`src/rtl/mgpio_pkg.sv`:
```
package mgpio_pkg;

    localparam int unsigned PIN_COUNT = 8;
    localparam int unsigned ADDR_W    = 8;
    localparam int unsigned BUS_W     = 16;
    localparam int unsigned SYNC_LEN  = 2;

    localparam logic [ADDR_W-1:0] ADDR_DATA = 8'h00;
    localparam logic [ADDR_W-1:0] ADDR_MODE = 8'h02;

    typedef enum logic [1:0] {
        PM_ALT      = 2'b00,
        PM_PUSH     = 2'b01,
        PM_IN_PU    = 2'b10,
        PM_IN_FLOAT = 2'b11
    } pin_mode_e;

    typedef struct packed {
        logic              wr;
        logic              rd;
        logic [ADDR_W-1:0] addr;
        logic [BUS_W-1:0]  wdata;
    } bus_req_t;

    function automatic logic is_mapped(logic [ADDR_W-1:0] a);
        return (a == ADDR_DATA) || (a == ADDR_MODE);
    endfunction

    function automatic logic reads_live(pin_mode_e m);
        return (m == PM_IN_PU) || (m == PM_IN_FLOAT);
    endfunction

endpackage

```
`src/rtl/mgpio_sync.sv`:
```
module mgpio_sync #(
    parameter int unsigned WIDTH  = mgpio_pkg::PIN_COUNT,
    parameter int unsigned STAGES = mgpio_pkg::SYNC_LEN
) (
    input  logic             clk,
    input  logic             rst,
    input  logic [WIDTH-1:0] d,
    output logic [WIDTH-1:0] q
);
    logic [WIDTH-1:0] stage_q [STAGES];

    always_ff @(posedge clk) begin
        if (rst) stage_q[0] <= '0;
        else     stage_q[0] <= d;
    end

    for (genvar s = 1; s < STAGES; s++) begin : g_stage
        always_ff @(posedge clk) begin
            if (rst) stage_q[s] <= '0;
            else     stage_q[s] <= stage_q[s-1];
        end
    end

    assign q = stage_q[STAGES-1];
endmodule

```
`src/rtl/mgpio_regs.sv`:
```
module mgpio_regs
    import mgpio_pkg::*;
#(
    parameter int unsigned N_PINS = PIN_COUNT
) (
    input  logic                clk,
    input  logic                por_rst,
    input  logic                man_rst,
    input  logic                hold_i,
    input  bus_req_t            req,
    output logic [N_PINS-1:0]   data_q,
    output logic [2*N_PINS-1:0] mode_q
);
    localparam int unsigned MODE_W = 2 * N_PINS;
    localparam logic [MODE_W-1:0] MODE_RST = {N_PINS{2'(PM_IN_PU)}};

    logic wr_ok;
    assign wr_ok = req.wr && !hold_i && !man_rst;

    always_ff @(posedge clk) begin
        if (por_rst) begin
            data_q <= '0;
            mode_q <= MODE_RST;
        end else if (wr_ok) begin
            if (req.addr == ADDR_DATA) data_q <= req.wdata[N_PINS-1:0];
            if (req.addr == ADDR_MODE) mode_q <= req.wdata[MODE_W-1:0];
        end
    end

    AST_POR_CLEARS: assert property (@(posedge clk)
        por_rst |=> (data_q == '0 && mode_q == MODE_RST));

    AST_MANRST_KEEPS: assert property (@(posedge clk) disable iff (por_rst)
        man_rst |=> ($stable(data_q) && $stable(mode_q)));

    AST_HOLD_FREEZES: assert property (@(posedge clk) disable iff (por_rst)
        hold_i |=> ($stable(data_q) && $stable(mode_q)));

    AST_DATA_WRITE_LANDS: assert property (@(posedge clk) disable iff (por_rst)
        (req.wr && !hold_i && !man_rst && req.addr == ADDR_DATA)
            |=> data_q == $past(req.wdata[N_PINS-1:0]));
endmodule

```
`src/rtl/mgpio_pin_ctrl.sv`:
```
module mgpio_pin_ctrl
    import mgpio_pkg::*;
#(
    parameter int unsigned N_PINS = PIN_COUNT
) (
    input  logic                clk,
    input  logic                rst,
    input  logic [2*N_PINS-1:0] mode_q,
    input  logic [N_PINS-1:0]   data_q,
    input  logic [N_PINS-1:0]   alt_out,
    input  logic [N_PINS-1:0]   alt_oe,
    output logic [N_PINS-1:0]   pin_out,
    output logic [N_PINS-1:0]   pin_oe,
    output logic [N_PINS-1:0]   pin_pu,
    output logic [N_PINS-1:0]   live_sel
);
    for (genvar i = 0; i < N_PINS; i++) begin : g_pin
        pin_mode_e m;
        logic p_out, p_oe, p_pu;

        assign m = pin_mode_e'(mode_q[2*i +: 2]);

        always_comb begin
            p_out = 1'b0;
            p_oe  = 1'b0;
            p_pu  = 1'b0;
            unique case (m)
                PM_ALT: begin
                    p_out = alt_out[i];
                    p_oe  = alt_oe[i];
                end
                PM_PUSH: begin
                    p_out = data_q[i];
                    p_oe  = 1'b1;
                end
                PM_IN_PU:    p_pu = 1'b1;
                PM_IN_FLOAT: p_pu = 1'b0;
                default:     p_pu = 1'b0;
            endcase
        end

        assign pin_out[i]  = p_out;
        assign pin_oe[i]   = p_oe;
        assign pin_pu[i]   = p_pu;
        assign live_sel[i] = reads_live(m);

        AST_ALT_PASSTHRU: assert property (@(posedge clk) disable iff (rst)
            (mode_q[2*i +: 2] == 2'b00)
                |-> (pin_oe[i] == alt_oe[i] && pin_out[i] == alt_out[i]));
    end

    AST_INPUT_NO_DRIVE: assert property (@(posedge clk) disable iff (rst)
        (pin_oe & live_sel) == '0);

    AST_PULLUP_ONLY_INPUT: assert property (@(posedge clk) disable iff (rst)
        (pin_pu & ~live_sel) == '0);
endmodule

```
`src/rtl/mgpio_rd_path.sv`:
```
module mgpio_rd_path
    import mgpio_pkg::*;
#(
    parameter int unsigned N_PINS = PIN_COUNT
) (
    input  logic                clk,
    input  logic                rst,
    input  bus_req_t            req,
    input  logic [N_PINS-1:0]   data_q,
    input  logic [2*N_PINS-1:0] mode_q,
    input  logic [N_PINS-1:0]   pin_sync,
    input  logic [N_PINS-1:0]   live_sel,
    output logic [BUS_W-1:0]    rdata
);
    localparam int unsigned MODE_W = 2 * N_PINS;

    logic [N_PINS-1:0] port_view;
    logic [BUS_W-1:0]  rd_next;

    assign port_view = (pin_sync & live_sel) | (data_q & ~live_sel);

    always_comb begin
        rd_next = '0;
        if (req.addr == ADDR_DATA)      rd_next[N_PINS-1:0] = port_view;
        else if (req.addr == ADDR_MODE) rd_next[MODE_W-1:0] = mode_q;
    end

    always_ff @(posedge clk) begin
        if (rst)         rdata <= '0;
        else if (req.rd) rdata <= rd_next;
    end

    AST_RDATA_HOLDS: assert property (@(posedge clk) disable iff (rst)
        !req.rd |=> $stable(rdata));

    AST_UNMAPPED_ZERO: assert property (@(posedge clk) disable iff (rst)
        (req.rd && !is_mapped(req.addr)) |=> rdata == '0);
endmodule

```
`src/rtl/mgpio_port.sv`:
```
module mgpio_port
    import mgpio_pkg::*;
#(
    parameter int unsigned N_PINS = PIN_COUNT
) (
    input  logic                clk,
    input  logic                por_rst,
    input  logic                man_rst,
    input  logic                hold_i,
    input  logic                bus_wr,
    input  logic                bus_rd,
    input  logic [ADDR_W-1:0]   bus_addr,
    input  logic [BUS_W-1:0]    bus_wdata,
    output logic [BUS_W-1:0]    bus_rdata,
    input  logic [N_PINS-1:0]   pin_in,
    input  logic [N_PINS-1:0]   alt_out,
    input  logic [N_PINS-1:0]   alt_oe,
    output logic [N_PINS-1:0]   pin_out,
    output logic [N_PINS-1:0]   pin_oe,
    output logic [N_PINS-1:0]   pin_pu
);
    bus_req_t            req;
    logic                any_rst;
    logic [N_PINS-1:0]   data_q;
    logic [2*N_PINS-1:0] mode_q;
    logic [N_PINS-1:0]   pin_sync;
    logic [N_PINS-1:0]   live_sel;

    assign req     = '{wr: bus_wr, rd: bus_rd, addr: bus_addr, wdata: bus_wdata};
    assign any_rst = por_rst | man_rst;

    mgpio_regs #(.N_PINS(N_PINS)) regs_i (
        .clk(clk), .por_rst(por_rst), .man_rst(man_rst), .hold_i(hold_i),
        .req(req), .data_q(data_q), .mode_q(mode_q)
    );

    mgpio_sync #(.WIDTH(N_PINS), .STAGES(SYNC_LEN)) sync_i (
        .clk(clk), .rst(any_rst), .d(pin_in), .q(pin_sync)
    );

    mgpio_pin_ctrl #(.N_PINS(N_PINS)) ctrl_i (
        .clk(clk), .rst(por_rst), .mode_q(mode_q), .data_q(data_q),
        .alt_out(alt_out), .alt_oe(alt_oe),
        .pin_out(pin_out), .pin_oe(pin_oe), .pin_pu(pin_pu), .live_sel(live_sel)
    );

    mgpio_rd_path #(.N_PINS(N_PINS)) rd_i (
        .clk(clk), .rst(any_rst), .req(req), .data_q(data_q), .mode_q(mode_q),
        .pin_sync(pin_sync), .live_sel(live_sel), .rdata(bus_rdata)
    );

    AST_HOLD_DRIVE_STABLE: assert property (@(posedge clk) disable iff (por_rst)
        (hold_i && $stable(alt_out) && $stable(alt_oe))
            |=> ($stable(pin_oe) && $stable(pin_pu)));
endmodule

```
`config.mk`:
```
export PLATFORM = sky130hd
export DESIGN_NAME = mgpio_port
export DESIGN_NICKNAME = d
export VERILOG_FILES = /design/src/rtl/mgpio_pkg.sv /design/src/rtl/mgpio_sync.sv /design/src/rtl/mgpio_regs.sv /design/src/rtl/mgpio_pin_ctrl.sv /design/src/rtl/mgpio_rd_path.sv /design/src/rtl/mgpio_port.sv
export SDC_FILE = /design/constraint.sdc
export NUM_CORES = 1
export LEC_CHECK = 0
export BUFFER_PORTS_ARGS = -buffer_cell sky130_fd_sc_hd__buf_2
export CAP_MARGIN = 0
export CORE_ASPECT_RATIO = 1.1
export CORE_MARGIN = 10
export CORE_UTILIZATION = 41
export CTS_CLUSTER_DIAMETER = 150
export DETAILED_ROUTE_END_ITERATION = 8
export GPL_TIMING_DRIVEN = 0
export PLACE_DENSITY = 0.69
export SETUP_SLACK_MARGIN = 0.05
export SLEW_MARGIN = 15
export SYNTH_ARGS = -nofsm -noshare
export SYNTH_HDL_FRONTEND = slang
export SYNTH_HIERARCHICAL = 1
export SYNTH_SLANG_ARGS = --single-unit
```
`constraint.sdc`:
```
create_clock -name clk -period 1.05 [get_ports clk]
set_input_delay 0.105 -clock clk [delete_from_list [all_inputs] [get_ports clk]]
set_output_delay 0.105 -clock clk [all_outputs]
set_load 0.02 [all_outputs]
```
After elaboration in Yosys (flattened, before gate mapping)

Memory sizes are Yosys's and may differ from the RTL's.
Index checks and enable logic that the tools add are counted.

Flip-flop bits (word level): 40
RAM bits: 16
Input bits: 54
Output and inout port bits: 40
Logic and storage cells: 91
Memories kept: 1

Eq/ne operators: 25
Muxes and demuxes: 32
Bitwise operators: 7
Reduce and logical (&&, ||, !) cells: 23

Memories:

| memory         | words | width | rd ports | clocked after Yosys merged registers in | write ports | line             | text |
|---|---|---|---|---|---|---|---|
| sync_i.stage_q | 2     | 8     | 2        | 0                                       | 2           | mgpio_sync.sv:10 | `logic [WIDTH-1:0] stage_q [STAGES];` |

Operators with widths:

| cell                                                | number |
|---|---|
| equality test 2 bit, second input constant          | 16 |
| two-way mux 8 bit                                   | 4 |
| one-hot mux 1 bit (2 select lines)                  | 16 |
| bitwise AND 8 bit                                   | 2 |
| equality test 2 x 1 -> 1 bit, second input constant | 8 |
| logical NOT 2 bit                                   | 8 |
| two-way mux 16 bit                                  | 1 |
| two-way mux 1 bit                                   | 11 |
| equality test 8 x 2 -> 1 bit, second input constant | 1 |
| logical NOT 8 bit                                   | 1 |
| logical OR 1 bit                                    | 8 |
| inverter 8 bit                                      | 1 |
| OR 8 bit                                            | 1 |
| AND reduction 2 bit                                 | 2 |
| OR 1 bit                                            | 3 |
| logical AND 1 bit                                   | 2 |
| logical NOT 1 bit                                   | 2 |

Longest topological paths before layout

Gate-level depths: netlist of run 1.

Depth in word-level cells: 6
Depth in mapped cells: 4
Depth with buffers taken out: 3

By module

The synthesis of run 1 kept the hierarchy.

By module, submodules not included:

| module         | instances | cells each | area an instance (um^2) | sequential area each (um^2) |
|---|---|---|---|---|
| mgpio_regs     | 1         | 104        | 1063.5                  | 480.5 |
| mgpio_rd_path  | 1         | 91         | 865.8                   | 320.3 |
| mgpio_sync     | 1         | 33         | 464.2                   | 320.3 |
| mgpio_pin_ctrl | 1         | 72         | 450.4                   | 0.0 |
| mgpio_port     | 1         | 1          | 6.3                     | 0.0 |

Least setup slack after synthesis of run 1

Ideal clock, no wire load.

Path type: input to register
Start: input port bus_addr[5]
End: register rd_i.rdata[4]
Library setup time: 0.088 ns
Arrival time: 1.032 ns
Data required time: 0.962 ns
Setup slack: -0.070 ns
Stages: 4
Buffers on the path: 1
Cell sequence: nor4_4 -> buf_2 -> nand3_1 -> a311oi_2

Longest elaborated chain between the ends: 3
Elaborated cells on any way between the ends: 4
Those cells by class: eq/ne (1); mux (2); reduce/logical (1)

RTL lines:

| element                      | line                | text |
|---|---|---|
| from (decl)                  | mgpio_port.sv:12    | `input logic [ADDR_W-1:0] bus_addr,` |
| equality test 8 x 2 -> 1 bit | mgpio_rd_path.sv:25 | `else if (req.addr == ADDR_MODE) rd_next[MODE_W-1:0] = mode_q;` |
| two-way mux 16 bit           | mgpio_rd_path.sv:25 |  |
| two-way mux 8 bit *          | mgpio_rd_path.sv:24 | `if (req.addr == ADDR_DATA) rd_next[N_PINS-1:0] = port_view;` |
| to (signal assigned)         | mgpio_rd_path.sv:30 | `else if (req.rd) rdata <= rd_next;` |
| to (decl)                    | mgpio_rd_path.sv:13 | `output logic [BUS_W-1:0] rdata` |

Mark *: on every way between the ends. The rest lies on a longest branch, timed or not.
A chain may end at the register's enable or synchronous reset.

Worst setup path after layout of run 1

Start: register regs_i.mode_q[4]
End: output port pin_out[2]

Longest elaborated chain between the ends: 2
Elaborated cells on any way between the ends: 3
Those cells by class: eq/ne (1); mux (1); reduce/logical (1)

RTL lines:

| element                                                           | line                 | text |
|---|---|---|
| from (decl)                                                       | mgpio_regs.sv:12     | `output logic [2*N_PINS-1:0] mode_q` |
| from (signal assigned)                                            | mgpio_regs.sv:26     | `if (req.addr == ADDR_MODE) mode_q <= req.wdata[MODE_W-1:0];` |
| equality test 2 x 1 -> 1 bit or logical NOT 2 bit (tied branches) | mgpio_pin_ctrl.sv:27 | `unique case (m)` |
| one-hot mux 1 bit (2 select lines) *                              | mgpio_pin_ctrl.sv:27 |  |
| to (decl)                                                         | mgpio_port.sv:18     | `output logic [N_PINS-1:0] pin_out,` |

Marked as above.

==> metrics, run 1 <==
Crit Path Max Fanout 4; violated checks negative setup slack; Tcrit/Tclk final 115.5%; max-cap check violation count 0; Clk Latency, worst-skew pair roughly 0.32 ns; worst path required time ~0.94 ns; slew of the pin with the lowest slew margin about 0.6 ns; CTS Buf Count 5; wire per inst around 17 um; R2R depth 4; drt via density between 5 and 6; R2R Path End rd_i/rdata[5]; worst vdd ir 652.5 uV; hold path startpoint pin_in[1]; Top Ports 94; M1 GR Usage 16.69%; initial core utilization 42.72%; gr usage total 14.56%; Syn Area/Cell between 9 and 10 um2; total grt overflow 0; clk slew on worst S/H paths 0.10 ns; worst r2r src regs_i/mode_q[11]; final worst path period need roughly 1.2 ns; post-place setup slack -0.3848 ns; drt drc 0; M2 GR Usage 25.19%; Hold Vio Cnt, Final 0; GP Congestion 0.8062; Worst Hold Class in2reg; Fmax 0.8245 GHz; Setup-failing EPs final 31; Cells after Synth 301; pin count of the biggest net entering global routing 18; DR vias 2452; Die X approximately 100 um; antenna violations before repair 0; critical path type reg2out; FF+latch count, synth 56; crit path capture pin_out[2]; total power 3.750 mW; Slew headroom 61.04%; Antenna diodes 0; storage element area 0.001180 mm2; Cell Pwr Density 952.6 mW/mm2; final WL 8134 um; die area 0.01069 mm2; clk_skew 0.01044 ns; placed inst area approximately 0.0034 mm2; Setup WS post-layout -0.1629 ns; fill count 618; Crit. End Element output port; Final Instance Area 0.003936 mm2; first-pass GRT wire length 12610 um; GR peak layer met2; crit path DAT 1.11 ns; Netlist cell types 26; R2R Setup Slk -0.05 ns; initial DRC count around 130; CP startpoint regs_i/mode_q[4]; Critical Path Start Type flip-flop; post-route ant nets 0; Cell Area, Synth 0.002850 mm2; layout net count around 460; CTS root buffer clkbuf_8; die extent in y 107.4 um; RSZ-0062 raised after global routing yes; area grow syn2layout 38.10%; port bufs a little over 90; synthesis warning total 6; area of the multi-input gates 0.001528 mm2; syn_nets ~360; status finished with violations; # rows 31; LEAKAGE between 1.5 and 2 nW; DR pass1 iterations 4; layout cells sized above 1 51.96%; clk buf depth 2; H-tree level count 2; met3 Use GR 5.331%; TritonCTS clock tree yes; setup TNS -2.404 ns; clk sink count 56; Post-DP HPWL 5913 um; vias in the first global route 2503; Seq/Total Area, Yosys 39.33%; Slew Viols, Final 0; core box area 0.006671 mm2
==> routing by layer <==
layer,up-vias,wire [um]
li1,1197,-
met3,6,611
met2,88,4120
met4,0,54
met1,1161,3348
met5,-,0
==> critical path, cell delays in order (launching register included) <==
cell     delay, ns
dfxtp_4       0.37
mux2i_1       0.11
nor2_1        0.16
buf_6         0.15
==> timing repair <==
item | CTS | global route
hold endpoints to repair | 5 | 0
endpoints found under the setup margin | 40 | 57
gates resized for setup | 88 | 24
buffers inserted | 16 | 9
hold buffers | 5 | 0
pin swaps | 30 | 22
==> registers in the layout, summed over array words and instances, names as in the netlist <==
register and flops:
regs_i/mode_q 16, rd_i/rdata 16, sync_i/stage_q 16, regs_i/data_q 8
==> cells by family (layout without fill, tap and decap cells) <==
family / Yosys count / after routing / synth area share [%]
DFF: 56 / 56 / 39.33
buffers and inverters: 48 / 155 / 10.71
muxes: 40 / 40 / 14.40
and+or+nand+nor: 141 / 141 / 31.26
AOI/OAI and AO/OA: 16 / 16 / 4.302
==> metrics by stage <==
| stage | hold slack (ns) | utilization (%) | cells |
|---|---|---|---|
| final | 0.007547 | 59.00 | 490 |
| after global placement | 0.3128 | 51.58 | 476 |
| after floorplan | 0.2341 | - | 301 |
| after detailed placement | 0.3154 | 51.58 | 476 |
| after global routing | 0.001709 | 59.00 | 490 |
| after CTS | 0.001589 | 56.85 | 482 |
==> cell usage in the layout (no fill, tap or decap), types with 3 or more instances in the layout <==
cell           count
nand3_2           10
dfxtp_1           39
nor2_2             8
buf_2             66
a21oi_1            8
buf_6             33
a311oi_1           5
a311oi_2           3
buf_4             27
dlygate4sd3_1      5
mux2i_1           32
nor2b_1            3
mux2_4             8
and2b_2           14
dfxtp_4           15
nor4_4             3
nor2_1            40
nand3_1            6
nor2b_2            7
clkbuf_8           5
nand4_1            8
clkbuf_1          12
nand2b_1          36
==> cell type report <==
class                   count  area share [%]
repair buffers            123           22.35
flip-flops and latches     56           29.97
well taps                  82           2.606
clock inverters             2          0.4132
plain buffers              24           4.005
clock buffers               6           1.844
multi-input cells         197           38.81
==> worst min-delay path by stage <==
stage / endpoint / slack, ns / depth (start not counted)
finish: sync_i/stage_q[0][1] / 0.008 / 2
global route: sync_i/stage_q[0][7] / 0.002 / 2
CTS: sync_i/stage_q[0][1] / 0.002 / 2
detailed placement: sync_i/stage_q[0][5] / 0.32 / 2
global placement: sync_i/stage_q[0][3] / 0.31 / 2
floorplan: sync_i/stage_q[0][3] / 0.23 / 1
==> synth_stat cells <==
library cell  number  area [um2]
nor2_1            48       180.2
nor3b_2            1       12.51
nor3_1             1       5.000
nand3_2            2       20.02
dfxtp_1           56        1121
nor2b_2            7       61.31
nand4_4            1       21.27
a311oi_1           6       52.55
nand3_1           14       70.07
buf_4             25       187.7
a21oi_1            8       40.04
and2b_2           14       122.6
or2_1              1       6.260
buf_2              1       5.000
nand4_1            8       50.05
and4b_1            1       10.01
nor2b_1            3       18.77
nand2b_1          36       225.2
mux2i_1           32       320.3
buf_1              2       7.510
a311oi_2           2       30.03
nor4b_4            1       23.77
nor4_4             3       63.81
mux2_2             8       90.09
buf_6              4       45.04
clkbuf_1          16       60.06
==> report_power, final <==
group	total, mW	internal (mW)	switching, mW	leakage [nW]
Combinational	0.428	0.210	0.218	1.18
Sequential	2.12	2.11	0.00861	0.459
Clock	1.20	0.477	0.726	0.0414
Total	3.75	2.80	0.953	1.68
Power figures use the tool's default switching activity.
==> inputs of run 2 (changes only) <==
--- a/config.mk
+++ b/config.mk
@@ -14,6 +14,7 @@
 export DETAILED_ROUTE_END_ITERATION = 8
 export GPL_TIMING_DRIVEN = 0
 export PLACE_DENSITY = 0.69
+export RECOVER_POWER = 25
 export SETUP_SLACK_MARGIN = 0.05
 export SLEW_MARGIN = 15
 export SYNTH_ARGS = -nofsm -noshare
==> metrics, run 2 (synthesis results as in run 1) <==
R2R depth 4 (unchanged); clk slew on worst S/H paths 0.10 ns (about the same); DR pass1 iterations 4 (unchanged); first-pass GRT wire length 12610 um (unchanged); max-cap check violation count 0 (unchanged); die area 0.01069 mm2 (unchanged); Die X 99.50 um (unchanged); Crit path max-delay family flip-flops (unchanged); final WL 8148 um (was 8134 um); crit path DAT 1.11 ns (about the same); Cell Pwr Density 952.9 mW/mm2 (was 952.6 mW/mm2); most frequent cells in the layout 66 x buf_2, 40 x nor2_1, 39 x dfxtp_1 (unchanged); status finished with violations (unchanged); Final Instance Area 0.003928 mm2 (was 0.003936 mm2); antenna violations before repair 0 (unchanged); layout cells sized above 1 51.72% (was 51.96%); core box area 0.006671 mm2 (unchanged); crit path capture pin_out[2] (unchanged); # rows 31 (unchanged); violated checks negative setup slack (unchanged); DR vias 2440 (was 2452); R2R Path End rd_i/rdata[5] (unchanged); CTS Buf Count 5 (unchanged); Clk pwr share 32.1% (about the same); Crit path largest cell delay 0.37 ns (about the same); area grow syn2layout 37.80% (was 38.10%); Setup-failing EPs final 35 (was 31); layout net count 461 (unchanged); critical path type reg2out (unchanged); worst path required time 0.94 ns (about the same); Flop pwr share 56.6% (was 56.5%); Crit Path Max Fanout 4 (unchanged); wire per inst 16.63 um (was 16.60 um); Critical Path Start Type flip-flop (unchanged); CTS root buffer clkbuf_8 (unchanged); drt via density 4.980 (was 5.004); Crit. End Element output port (unchanged); Combinational Power Share 11.3% (was 11.4%); gr usage total 14.56% (unchanged); clk buf depth 2 (unchanged); clk sink count 56 (unchanged); Hold Vio Cnt, Final 0 (unchanged); biggest registers after layout rd_i/rdata: 16 flops, regs_i/mode_q: 16 flops, sync_i/stage_q: 16 flops (unchanged); post-route ant nets 0 (unchanged); post-place setup slack -0.3848 ns (unchanged); Psw 0.9499 mW (was 0.9529 mW); crit-path cells mux2i_1 > nor2_1 > buf_6 (unchanged); drt drc 0 (unchanged); initial DRC count 99 (was 128); total grt overflow 0 (unchanged); Hold Slack 0.009638 ns (was 0.007547 ns); port bufs 93 (unchanged); WP depth 3 (unchanged); pin count of the biggest net entering global routing 18 (unchanged); die extent in y 107.4 um (unchanged); Tcrit/Tclk final 115.4% (was 115.5%); Slew headroom 62.18% (was 61.04%); Top Ports 94 (unchanged); clk_skew 0.01207 ns (was 0.01044 ns); most common cell after layout, fill and taps aside buf_2 (unchanged); initial core utilization 42.72% (unchanged); Setup WS post-layout -0.1613 ns (was -0.1629 ns); Post-DP HPWL 5913 um (unchanged); LEAKAGE 1.681 nW (was 1.685 nW); R2R Setup Slk -0.05 ns (about the same); Slew Viols, Final 0 (unchanged); Antenna diodes 0 (unchanged); sw frac 25.38% (was 25.41%); internal power 2.793 mW (was 2.797 mW); H-tree level count 2 (unchanged); CP startpoint regs_i/mode_q[4] (unchanged); Worst Hold Class in2reg (unchanged); GP Congestion 0.8062 (unchanged); placed inst area 0.003441 mm2 (unchanged); critical path's slowest cell dfxtp_4 (unchanged); Buf/Inv on CP 1 (unchanged); vias in the first global route 2503 (unchanged); slew of the pin with the lowest slew margin 0.5673 ns (was 0.5845 ns); Fmax 0.8256 GHz (was 0.8245 GHz); worst r2r src regs_i/mode_q[11] (unchanged); worst vdd ir 643.1 uV (was 652.5 uV); final worst path period need 1.211 ns (was 1.213 ns); RSZ-0062 raised after global routing yes (unchanged); setup TNS -2.431 ns (was -2.404 ns); Clk Latency, worst-skew pair 0.32 ns (about the same); TritonCTS clock tree yes (unchanged)
==> run 2: cell type report <==
| class | count | area, um2 |
|---|---|---|
| fill | 619 | 2744 |
| multi-input combinational | 197 | 1525 |
| sequential | 56 | 1180 |
| timing repair buffer | 123 | 879.6 |
| buffer | 24 | 151.4 |
| tap | 82 | 102.6 |
| clock buffer | 6 | 72.57 |
| clock inverter | 2 | 16.27 |
==> run 2: layer usage <==
| metal | track usage [%] | part of all wire, % | vias to the layer above |
|---|---|---|---|
| met4 | 3.176 | 0.56 | 0 |
| met2 | 25.19 | 51 | 81 |
| met3 | 5.331 | 7.2 | 4 |
| li1 | - | - | 1202 |
| met1 | 16.69 | 42 | 1153 |
| met5 | 0 | 0 | - |
==> run 2: how the worst min path moves through the flow <==
stage	start	to	slack, ns	cells past startpoint
floorplan	pin_in[3]	sync_i/stage_q[0][3]	0.23	1
global placement	pin_in[3]	sync_i/stage_q[0][3]	0.31	2
detailed placement	pin_in[5]	sync_i/stage_q[0][5]	0.32	2
CTS	pin_in[1]	sync_i/stage_q[0][1]	0.002	2
global route	pin_in[7]	sync_i/stage_q[0][7]	0.002	2
finish	pin_in[1]	sync_i/stage_q[0][1]	0.01	2
==> run 2: repair_timing <==
| item | 4_1_cts | 5_1_grt |
|---|---|---|
| pin swaps | 30 | 22 |
| setup buffers | 16 | 9 |
| hold buffers | 5 | 0 |
| gates cloned | 0 | 0 |
| resized for setup | 88 | 24 |
| endpoints found under the setup margin | 40 | 57 |
| endpoints found under the hold margin | 5 | 0 |
==> run 2: per-stage QoR <==
step	cells	util [%]	total power [mW]
2_1_floorplan	301	-	2.397
3_3_place_gp	476	51.58	2.574
3_5_place_dp	476	51.58	2.584
4_1_cts	482	56.85	3.754
5_1_grt	490	58.87	3.905
6_report	490	58.87	3.743
==> run 2: power by group through the flow <==
stage / sequential [mW] / combinational, mW / clock, mW
CTS: 2.12 / 0.404 / 1.23
global placement: 2.21 / 0.368 / 0
floorplan: 2.22 / 0.180 / 0
finish: 2.12 / 0.423 / 1.20
detailed placement: 2.21 / 0.378 / 0
global route: 2.12 / 0.456 / 1.33
